### src/rtl/snd_bank_pkg.sv
package snd_bank_pkg;

  localparam int DW        = 8;
  localparam int NUM_REGS  = 20;
  localparam int MASTER_IX = 20;

  // offsets whose behaviour neighbours depend on
  localparam int C1_SWEEP = 0;
  localparam int C1_DL    = 1;
  localparam int C1_ENV   = 2;
  localparam int C1_FLO   = 3;
  localparam int C1_FHI   = 4;
  localparam int C2_DL    = 5;
  localparam int C2_ENV   = 6;
  localparam int C2_FLO   = 7;
  localparam int C2_FHI   = 8;
  localparam int C3_EN    = 9;
  localparam int C3_LEN   = 10;
  localparam int C3_LVL   = 11;
  localparam int C3_FLO   = 12;
  localparam int C3_FHI   = 13;
  localparam int C4_LEN   = 14;
  localparam int C4_ENV   = 15;
  localparam int C4_POLY  = 16;
  localparam int C4_CTL   = 17;
  localparam int MX_VOL   = 18;
  localparam int MX_PAN   = 19;

  localparam logic [DW-1:0] PULSE_LEN_BITS = 8'h3F;

  function automatic logic [DW-1:0] rd_mask(input int ix);
    case (ix)
      C1_SWEEP:                      return 8'h80;
      C1_DL, C2_DL:                  return 8'h3F;
      C1_FLO, C2_FLO, C3_FLO:        return 8'hFF;
      C3_LEN, C4_LEN:                return 8'hFF;
      C1_FHI, C2_FHI, C3_FHI, C4_CTL: return 8'hBF;
      C3_EN:                         return 8'h7F;
      C3_LVL:                        return 8'h9F;
      default:                       return 8'h00;
    endcase
  endfunction

  function automatic logic [DW-1:0] reset_val(input int ix);
    case (ix)
      C1_SWEEP:                 return 8'h80;
      C1_DL:                    return 8'hBF;
      C1_ENV, C1_FLO, MX_PAN:   return 8'hF3;
      C2_DL:                    return 8'h3F;
      C1_FHI, C2_FHI, C3_FHI, C4_CTL: return 8'hBF;
      C3_EN:                    return 8'h7F;
      C3_LEN, C4_LEN:           return 8'hFF;
      C3_LVL:                   return 8'h9F;
      MX_VOL:                   return 8'h77;
      default:                  return 8'h00;
    endcase
  endfunction

  // length registers loaded in full while power is off (older style)
  function automatic bit full_when_off(input int ix);
    return (ix == C3_LEN) || (ix == C4_LEN);
  endfunction

  // pulse duty/length registers that keep only length bits while off
  function automatic bit part_when_off(input int ix);
    return (ix == C1_DL) || (ix == C2_DL);
  endfunction

  function automatic int trig_ix(input int ch);
    case (ch)
      0:       return C1_FHI;
      1:       return C2_FHI;
      2:       return C3_FHI;
      default: return C4_CTL;
    endcase
  endfunction

endpackage

### src/rtl/snd_power_ctl.sv
module snd_power_ctl #(
  parameter int ADDR_W = 5
) (
  input  logic              clk,
  input  logic              rst,
  input  logic              wr_en,
  input  logic [ADDR_W-1:0] addr,
  input  logic              wdata_msb,
  output logic              pwr,
  output logic              pwr_fall
);
  import snd_bank_pkg::*;

  logic master_hit;

  assign master_hit = wr_en && (addr == ADDR_W'(MASTER_IX));
  assign pwr_fall   = master_hit && pwr && !wdata_msb;

  always_ff @(posedge clk) begin
    if (rst) begin
      pwr <= 1'b1;
    end else if (master_hit) begin
      pwr <= wdata_msb;
    end
  end

endmodule

### src/rtl/snd_reg_file.sv
module snd_reg_file #(
  parameter int ADDR_W   = 5,
  parameter int NUM_REGS = snd_bank_pkg::NUM_REGS
) (
  input  logic                                    clk,
  input  logic                                    rst,
  input  logic                                    wr_en,
  input  logic [ADDR_W-1:0]                       addr,
  input  logic [snd_bank_pkg::DW-1:0]             wdata,
  input  logic                                    pwr,
  input  logic                                    pwr_fall,
  input  logic                                    style_old,
  output logic [NUM_REGS-1:0][snd_bank_pkg::DW-1:0] regs
);
  import snd_bank_pkg::*;

  for (genvar g = 0; g < NUM_REGS; g++) begin : g_reg
    localparam logic [DW-1:0] RST_V = reset_val(g);
    localparam bit            FULL  = full_when_off(g);
    localparam bit            PART  = part_when_off(g);

    logic          hit;
    logic [DW-1:0] q;

    assign hit = wr_en && (addr == ADDR_W'(g));

    always_ff @(posedge clk) begin
      if (rst) begin
        q <= RST_V;
      end else if (pwr_fall) begin
        q <= '0;
      end else if (hit) begin
        if (pwr) begin
          q <= wdata;
        end else if (style_old && FULL) begin
          q <= wdata;
        end else if (style_old && PART) begin
          q <= wdata & PULSE_LEN_BITS;
        end
      end
    end

    assign regs[g] = q;
  end

endmodule

### src/rtl/snd_readback.sv
module snd_readback #(
  parameter int ADDR_W   = 5,
  parameter int NUM_REGS = snd_bank_pkg::NUM_REGS,
  parameter int NUM_CH   = 4
) (
  input  logic                                      clk,
  input  logic                                      rst,
  input  logic [ADDR_W-1:0]                         addr,
  input  logic [NUM_REGS-1:0][snd_bank_pkg::DW-1:0] regs,
  input  logic                                      pwr,
  input  logic [NUM_CH-1:0]                         ch_active,
  output logic [snd_bank_pkg::DW-1:0]               rdata
);
  import snd_bank_pkg::*;

  localparam int FILL_W = DW - 1 - NUM_CH;

  logic [DW-1:0] rd_val;

  always_comb begin
    rd_val = '1;
    for (int i = 0; i < NUM_REGS; i++) begin
      if (addr == ADDR_W'(i)) begin
        rd_val = regs[i] | rd_mask(i);
      end
    end
    if (addr == ADDR_W'(MASTER_IX)) begin
      rd_val = {pwr, {FILL_W{1'b1}}, ch_active};
    end
  end

  always_ff @(posedge clk) begin
    if (rst) begin
      rdata <= '1;
    end else begin
      rdata <= rd_val;
    end
  end

endmodule

### src/rtl/snd_trigger_gen.sv
module snd_trigger_gen #(
  parameter int ADDR_W = 5,
  parameter int NUM_CH = 4
) (
  input  logic              clk,
  input  logic              rst,
  input  logic              wr_en,
  input  logic [ADDR_W-1:0] addr,
  input  logic              wdata_msb,
  input  logic              pwr,
  output logic [NUM_CH-1:0] trig
);
  import snd_bank_pkg::*;

  for (genvar c = 0; c < NUM_CH; c++) begin : g_ch
    localparam int TIX = trig_ix(c);

    always_ff @(posedge clk) begin
      if (rst) begin
        trig[c] <= 1'b0;
      end else begin
        trig[c] <= wr_en && pwr && wdata_msb && (addr == ADDR_W'(TIX));
      end
    end
  end

endmodule

### src/rtl/snd_reg_bank.sv
module snd_reg_bank #(
  parameter int ADDR_W = 5,
  parameter int NUM_CH = 4
) (
  input  logic              clk,
  input  logic              rst,
  input  logic [ADDR_W-1:0] addr,
  input  logic              wr_en,
  input  logic [7:0]        wdata,
  input  logic              style_old,
  input  logic [NUM_CH-1:0] ch_active,
  output logic [7:0]        rdata,
  output logic              power_on,
  output logic [6:0]        ch1_sweep,
  output logic [1:0]        ch1_duty,
  output logic [5:0]        ch1_len,
  output logic [7:0]        ch1_env,
  output logic [10:0]       ch1_freq,
  output logic              ch1_len_en,
  output logic              ch1_trig,
  output logic [1:0]        ch2_duty,
  output logic [5:0]        ch2_len,
  output logic [7:0]        ch2_env,
  output logic [10:0]       ch2_freq,
  output logic              ch2_len_en,
  output logic              ch2_trig,
  output logic              ch3_dac_en,
  output logic [7:0]        ch3_len,
  output logic [1:0]        ch3_level,
  output logic [10:0]       ch3_freq,
  output logic              ch3_len_en,
  output logic              ch3_trig,
  output logic [5:0]        ch4_len,
  output logic [7:0]        ch4_env,
  output logic [7:0]        ch4_poly,
  output logic              ch4_len_en,
  output logic              ch4_trig,
  output logic [7:0]        mix_vol,
  output logic [7:0]        mix_pan
);
  import snd_bank_pkg::*;

  logic                          pwr;
  logic                          pwr_fall;
  logic [NUM_REGS-1:0][DW-1:0]   regs;
  logic [NUM_CH-1:0]             trig;

  snd_power_ctl #(.ADDR_W(ADDR_W)) u_pwr (
    .clk       (clk),
    .rst       (rst),
    .wr_en     (wr_en),
    .addr      (addr),
    .wdata_msb (wdata[7]),
    .pwr       (pwr),
    .pwr_fall  (pwr_fall)
  );

  snd_reg_file #(.ADDR_W(ADDR_W), .NUM_REGS(NUM_REGS)) u_file (
    .clk       (clk),
    .rst       (rst),
    .wr_en     (wr_en),
    .addr      (addr),
    .wdata     (wdata),
    .pwr       (pwr),
    .pwr_fall  (pwr_fall),
    .style_old (style_old),
    .regs      (regs)
  );

  snd_readback #(.ADDR_W(ADDR_W), .NUM_REGS(NUM_REGS), .NUM_CH(NUM_CH)) u_rd (
    .clk       (clk),
    .rst       (rst),
    .addr      (addr),
    .regs      (regs),
    .pwr       (pwr),
    .ch_active (ch_active),
    .rdata     (rdata)
  );

  snd_trigger_gen #(.ADDR_W(ADDR_W), .NUM_CH(NUM_CH)) u_trig (
    .clk       (clk),
    .rst       (rst),
    .wr_en     (wr_en),
    .addr      (addr),
    .wdata_msb (wdata[7]),
    .pwr       (pwr),
    .trig      (trig)
  );

  // field decode straight from flops
  assign power_on   = pwr;
  assign ch1_sweep  = regs[C1_SWEEP][6:0];
  assign ch1_duty   = regs[C1_DL][7:6];
  assign ch1_len    = regs[C1_DL][5:0];
  assign ch1_env    = regs[C1_ENV];
  assign ch1_freq   = {regs[C1_FHI][2:0], regs[C1_FLO]};
  assign ch1_len_en = regs[C1_FHI][6];
  assign ch1_trig   = trig[0];

  assign ch2_duty   = regs[C2_DL][7:6];
  assign ch2_len    = regs[C2_DL][5:0];
  assign ch2_env    = regs[C2_ENV];
  assign ch2_freq   = {regs[C2_FHI][2:0], regs[C2_FLO]};
  assign ch2_len_en = regs[C2_FHI][6];
  assign ch2_trig   = trig[1];

  assign ch3_dac_en = regs[C3_EN][7];
  assign ch3_len    = regs[C3_LEN];
  assign ch3_level  = regs[C3_LVL][6:5];
  assign ch3_freq   = {regs[C3_FHI][2:0], regs[C3_FLO]};
  assign ch3_len_en = regs[C3_FHI][6];
  assign ch3_trig   = trig[2];

  assign ch4_len    = regs[C4_LEN][5:0];
  assign ch4_env    = regs[C4_ENV];
  assign ch4_poly   = regs[C4_POLY];
  assign ch4_len_en = regs[C4_CTL][6];
  assign ch4_trig   = trig[NUM_CH-1];

  assign mix_vol    = regs[MX_VOL];
  assign mix_pan    = regs[MX_PAN];

endmodule

### config.mk
export PLATFORM = sky130hd
export DESIGN_NAME = snd_reg_bank
export DESIGN_NICKNAME = d
export VERILOG_FILES = /design/src/rtl/snd_bank_pkg.sv /design/src/rtl/snd_power_ctl.sv /design/src/rtl/snd_reg_file.sv /design/src/rtl/snd_readback.sv /design/src/rtl/snd_trigger_gen.sv /design/src/rtl/snd_reg_bank.sv
export SDC_FILE = /design/constraint.sdc
export NUM_CORES = 1
export LEC_CHECK = 0
export BUFFER_PORTS_ARGS = -buffer_cell sky130_fd_sc_hd__buf_2
export CORE_ASPECT_RATIO = 0.6
export CORE_MARGIN = 2
export CORE_UTILIZATION = 40
export DETAILED_ROUTE_END_ITERATION = 16
export HOLD_SLACK_MARGIN = 0.03
export SYNTH_ARGS = -nofsm -noshare
export SYNTH_HDL_FRONTEND = slang
export SYNTH_SLANG_ARGS = --single-unit
### constraint.sdc
create_clock -name clk -period 2.2 [get_ports clk]
set_input_delay 0.22 -clock clk [delete_from_list [all_inputs] [get_ports clk]]
set_output_delay 0.22 -clock clk [all_outputs]
set_load 0.01 [all_outputs]
======== Yosys cells after proc, flatten, opt, wreduce, memory -nomap -nowiden ========
Index checks and enable logic that the tools add are counted.
operators by class
  reductions and logical operators ........ 84
  muxes and demuxes ....................... 86
  bitwise operators ....................... 20
  eq/ne operators ......................... 20
operator list
  cell                                                              number
  8-bit two-way mux                                                 78
  8-bit bitwise OR                                                  20
  2-bit AND reduction                                               33
  7-bit two-way mux                                                 6
  5-bit by 4-bit == test with 1-bit output (second input constant)  8
  2-bit nonzero test                                                17
  1-bit logical AND                                                 29
  5-bit == test (second input constant)                             5
  5-bit by 3-bit == test with 1-bit output (second input constant)  4
  6-bit two-way mux                                                 2
  5-bit by 2-bit == test with 1-bit output (second input constant)  2
  5-bit by 1-bit == test with 1-bit output (second input constant)  1
  5-bit zero test                                                   1
  2-bit OR reduction                                                2
  3-bit nonzero test                                                1
  1-bit zero test                                                   1
storage, ports and cells
  word-level logic and storage cells ...... 250
  output and inout bits ................... 138
  bits in registers ....................... 173

======== Longest topological paths before layout ========
  word-level depth ........................ 24
  depth in mapped cells ................... 9

======== By module ========
Synthesis repeated with hierarchy kept, for this count alone.
second synthesis, totals
  cell total of the unflattened synthesis .. 905
  area, all modules ....................... 7976.4 um^2
by module, submodules not included
  module           sequential area each (um^2)  cells an instance  area an instance (um^2)  times used
  snd_reg_file     3203.1                       736                6701.4                   1
  snd_readback     160.2                        147                1051.0                   1
  snd_trigger_gen  80.1                         14                 157.7                    1
  snd_power_ctl    20.0                         8                  66.3                     1

======== Least setup slack after synthesis ========
OpenSTA, ideal clock, no wires.
  kind .................................... register to register
  start ................................... register u_pwr.pwr
  end ..................................... register u_file.g_reg[10].q[0]
  cell stages (with the launch flop) ...... 6
  arrival ................................. 1.478 ns
  data required time ...................... 2.070 ns
  buffers on the path ..................... 1
  period minus slack after synthesis ...... 1.608 ns
  path slack .............................. 0.592 ns
  cell sequence ........................... dfxtp_1 -> buf_2 -> o211ai_1 -> nor3_4 -> mux2i_1 -> o21ai_1
on the way
  word-level cells in the longest chain between the ends .. 4
  elaborated cells on any way between the ends .. 8
ends and longest elaborated chain
  item                                                                              line                 text
  start: declaration                                                                snd_power_ctl.sv:9   output logic pwr,
  start signal: assignment                                                          snd_power_ctl.sv:23  pwr <= wdata_msb;
  1-bit logical AND (2 in series)                                                   snd_power_ctl.sv:17  assign pwr_fall = master_hit && pwr && !wdata_msb;
  3-bit nonzero test (no source line) / 2-bit nonzero test (equally long branches)  --
  2-bit AND reduction (no source line)                                              --
  end signal: assignment                                                            snd_reg_file.sv:34   q <= wdata;
  end signal: assignment                                                            snd_reg_file.sv:36   q <= wdata;
  end signal: assignment                                                            snd_reg_file.sv:38   q <= wdata & PULSE_LEN_BITS;
  end: declaration                                                                  snd_reg_file.sv:23   logic [DW-1:0] q;
Several ways; a longest one is shown, not always the timed one. The select of a mux whose other input is x is not followed.
A chain may end at the register's enable or synchronous reset.

======== Worst setup path after layout ========
  start ................................... register u_pwr.pwr
  end ..................................... register u_file.g_reg[1].q[5]
on the way
  word-level cells in the longest chain between the ends .. 4
  elaborated cells on any way between the ends .. 8
ends and longest elaborated chain
  item                                                                              line
  1-bit logical AND (2 in series)                                                   snd_power_ctl.sv:17
  3-bit nonzero test (no source line) / 2-bit nonzero test (equally long branches)  --
  2-bit AND reduction (no source line)                                              --
  end signal: assignment                                                            snd_reg_file.sv:34
  end signal: assignment                                                            snd_reg_file.sv:36
  end signal: assignment                                                            snd_reg_file.sv:38
  end: declaration                                                                  snd_reg_file.sv:23
Several ways; a longest one is shown, not always the timed one. The select of a mux whose other input is x is not followed.

==> run metrics <==
area leader, netlist dfxtp_1; top cell type's share of synthesized area 45.1%; root buffer cell clkbuf_16; die area 16300 um^2; leakage power 0.00322 uW; commonest cells after routing, fill and taps aside buf_2 (158), dfxtp_1 (138), mux2i_1 (86); worst-case clock buffer depth 2; end of the worst register-to-register path u_file.g_reg[1].q[5]; IO buf count 158; Chip Width 164 um; FF-to-FF path depth 4; clock sink total 138; footprint of the multi-input gates 3010 um^2; Worst Path Required 2.50 ns; Final ANT Viol Nets 0; initial antenna violation count 0; synth-to-layout area growth 26.3%; met3 routed WL 1.73 mm; ant diodes 0; Final Hold Fails 0; complex-gate fraction of the synthesized area approximately 17%; Clock transition at path regs 0.06 ns; later-pin clock latency in the skew report about 0.42 ns; WL/cell 20.8 um; TritonRoute pass-1 iters 5; Hold Buf Count CTS 0; post-CTS setup buffers 0; syn_area_per_cell 9.37 um^2; r2r startpoint u_pwr.pwr; # DRC 0; hpwl dp between 15 and 20 mm; FP Rows 34; hold path depth 3; power after layout 5920 uW; startpoint types flip-flop; largest net degree at the start of global routing 66; Hold WC Path Type in2reg; CP max FO 14; dominant synthesized flop cell dfxtp_1; synthesized-area fraction occupied by and/or/nand/nor cells 16.9%; hold_sp ch_active[1]; register-to-register setup slack 0.26 ns; VDD IR max between 0.3 and 0.4 mV; largest family of logic cells by synthesized area compound AO/OA/AOI/OAI gates; core area around 15000 um^2; library cells used by synthesis 57; vias in the first global route roughly 5300; Post-Syn Nets 674; Worst Skew 0.0111 ns; Vias per Instance ~5.6; post-synthesis sequential area ratio 45.1%; Max Slew Vio Count 0; multiplexer share of the synthesized area 14.8%; gpl congestion 0.914; worst-margin pin slew 0.942 ns; Num CTS Buffers 17; layout cells sized above 1 29.9%; post-synthesis cell area 6120 um^2; Synth Area in Adders 0%; RSZ-0062 raised after global routing no; Post-Synth XOR/XNOR Area 0%; Fin Setup TNS 0 ns; endpoint class of the critical path flip-flop; die span in y 99.8 um; met2 wire len 8.50 mm; WHS Endpoint u_rd.rdata[1]; Async SR Flop Fraction 0%; Power Dens Cells 766 nW/um^2; most common library cell in the layout ignoring fill and taps buf_2; part of the cycle the worst path needs 88.1%; CTS tree done; YS warnings 0; synth top area cells dfxtp_1 (45%), mux2i_1 (14%), o21bai_1 (4.2%), nor2_1 (3.7%), a21oi_1 (3.6%); worst path arrival time between 2 and 2.5 ns; first-pass GRT wire length 31.9 mm; final setup violation count 0; Iteration-0 DRC Markers ~600; WS Path Type reg2reg; Metal-1 WL 10.6 mm; # H-tree levels 4; status complete, no violations; maxcap violations 0; routed wire length between 20 and 25 mm; uppermost layer routed met4; nets ~800; Post-synth EDFFs 0; CTS resizes 0; Synth Register Bits 138; # fillers 1397; minimum clock period 1.94 ns; IO Count 159; fmax 516 MHz; GRT overflow 0; pre-CTS WS 0.153 ns; setup ws final 0.261 ns; effective utilization at floorplan between 40% and 50%; via count 5722; GRT Total Usage 26.0%; Slew headroom 36.8%; Cells after Synth approximately 650; Seq. cell area between 2000 and 3000 um^2
==> registers in the layout, indices dropped and copies added, names as in the netlist <==
name / cells
u_trig.trig: 4
u_pwr.pwr: 1
u_file.g.q: 125
u_rd.rdata: 8
==> critical path, stage by stage (launching register included) <==
cell and delay [ns]:
dfxtp_1 0.61, nand2_4 0.21, or3_1 0.45, buf_4 0.23, a311o_1 0.32
==> layout make-up <==
type                       count  area share [%]
multi-input combinational    447            38.9
sequential                   138            35.7
timing repair buffer         187            13.9
clock buffer                  20            5.91
tap                          198            3.20
clock inverter                12            1.81
inverter                      12           0.583
==> cell usage after synthesis (3+ instances only) <==
| cell type | count |
|---|---|
| a21oi_1 | 44 |
| a311o_1 | 9 |
| a31oi_1 | 8 |
| a32oi_1 | 3 |
| buf_2 | 19 |
| buf_4 | 6 |
| buf_6 | 8 |
| clkbuf_1 | 23 |
| dfxtp_1 | 138 |
| inv_1 | 12 |
| mux2_2 | 4 |
| mux2i_1 | 86 |
| nand2_1 | 47 |
| nand2b_1 | 10 |
| nand3_1 | 34 |
| nor2_1 | 60 |
| nor2b_1 | 6 |
| nor3_1 | 8 |
| nor3_2 | 3 |
| nor3_4 | 3 |
| o211ai_1 | 5 |
| o21ai_0 | 26 |
| o21ai_1 | 7 |
| o21bai_1 | 34 |
| o221ai_1 | 6 |
| o22ai_1 | 6 |
==> worst max-delay path by stage <==
stage | from | endpoint
finish | u_pwr.pwr | u_file.g_reg[1].q[5]
global route | u_pwr.pwr | u_file.g_reg[12].q[0]
CTS | u_pwr.pwr | u_file.g_reg[1].q[5]
detailed placement | addr[4] | u_file.g_reg[18].q[4]
global placement | addr[3] | u_rd.rdata[6]
floorplan | u_pwr.pwr | u_file.g_reg[10].q[0]
==> stage by stage <==
step / cells / utilization, % / instance area, um^2 / hold slack (ns)
after floorplan: 653 / - / 6120 / 0.376
final: 1014 / 52.5 / 7730 / 0.163
after CTS: 1014 / 52.5 / 7730 / 0.150
after detailed placement: 982 / 48.5 / 7130 / 0.448
after global routing: 1014 / 52.5 / 7730 / 0.164
after global placement: 982 / 48.5 / 7130 / 0.444
==> report_power, final <==
| group | internal (uW) | total (uW) | switching, uW |
|---|---|---|---|
| logic | 156 | 464 | 308 |
| registers | 2530 | 2560 | 23.3 |
| clock network | 1750 | 2900 | 1150 |
| total | 4430 | 5920 | 1490 |
==> routing by layer <==
metal	track usage, %	up-vias
met5	0	-
met4	7.15	0
met3	5.95	26
met2	35.1	253
met1	40.7	2798
li1	-	2645
==> kinds of logic (layout without fill, tap and decap cells) <==
logic type / Yosys count / count (layout)
flip-flops: 138 / 138
AND/OR/NAND/NOR: 195 / 195
buffers and inverters: 68 / 231
AO/OA/AOI/OAI: 162 / 162
multiplexers: 90 / 90
No activity file was read; power rests on OpenSTA's default activity.
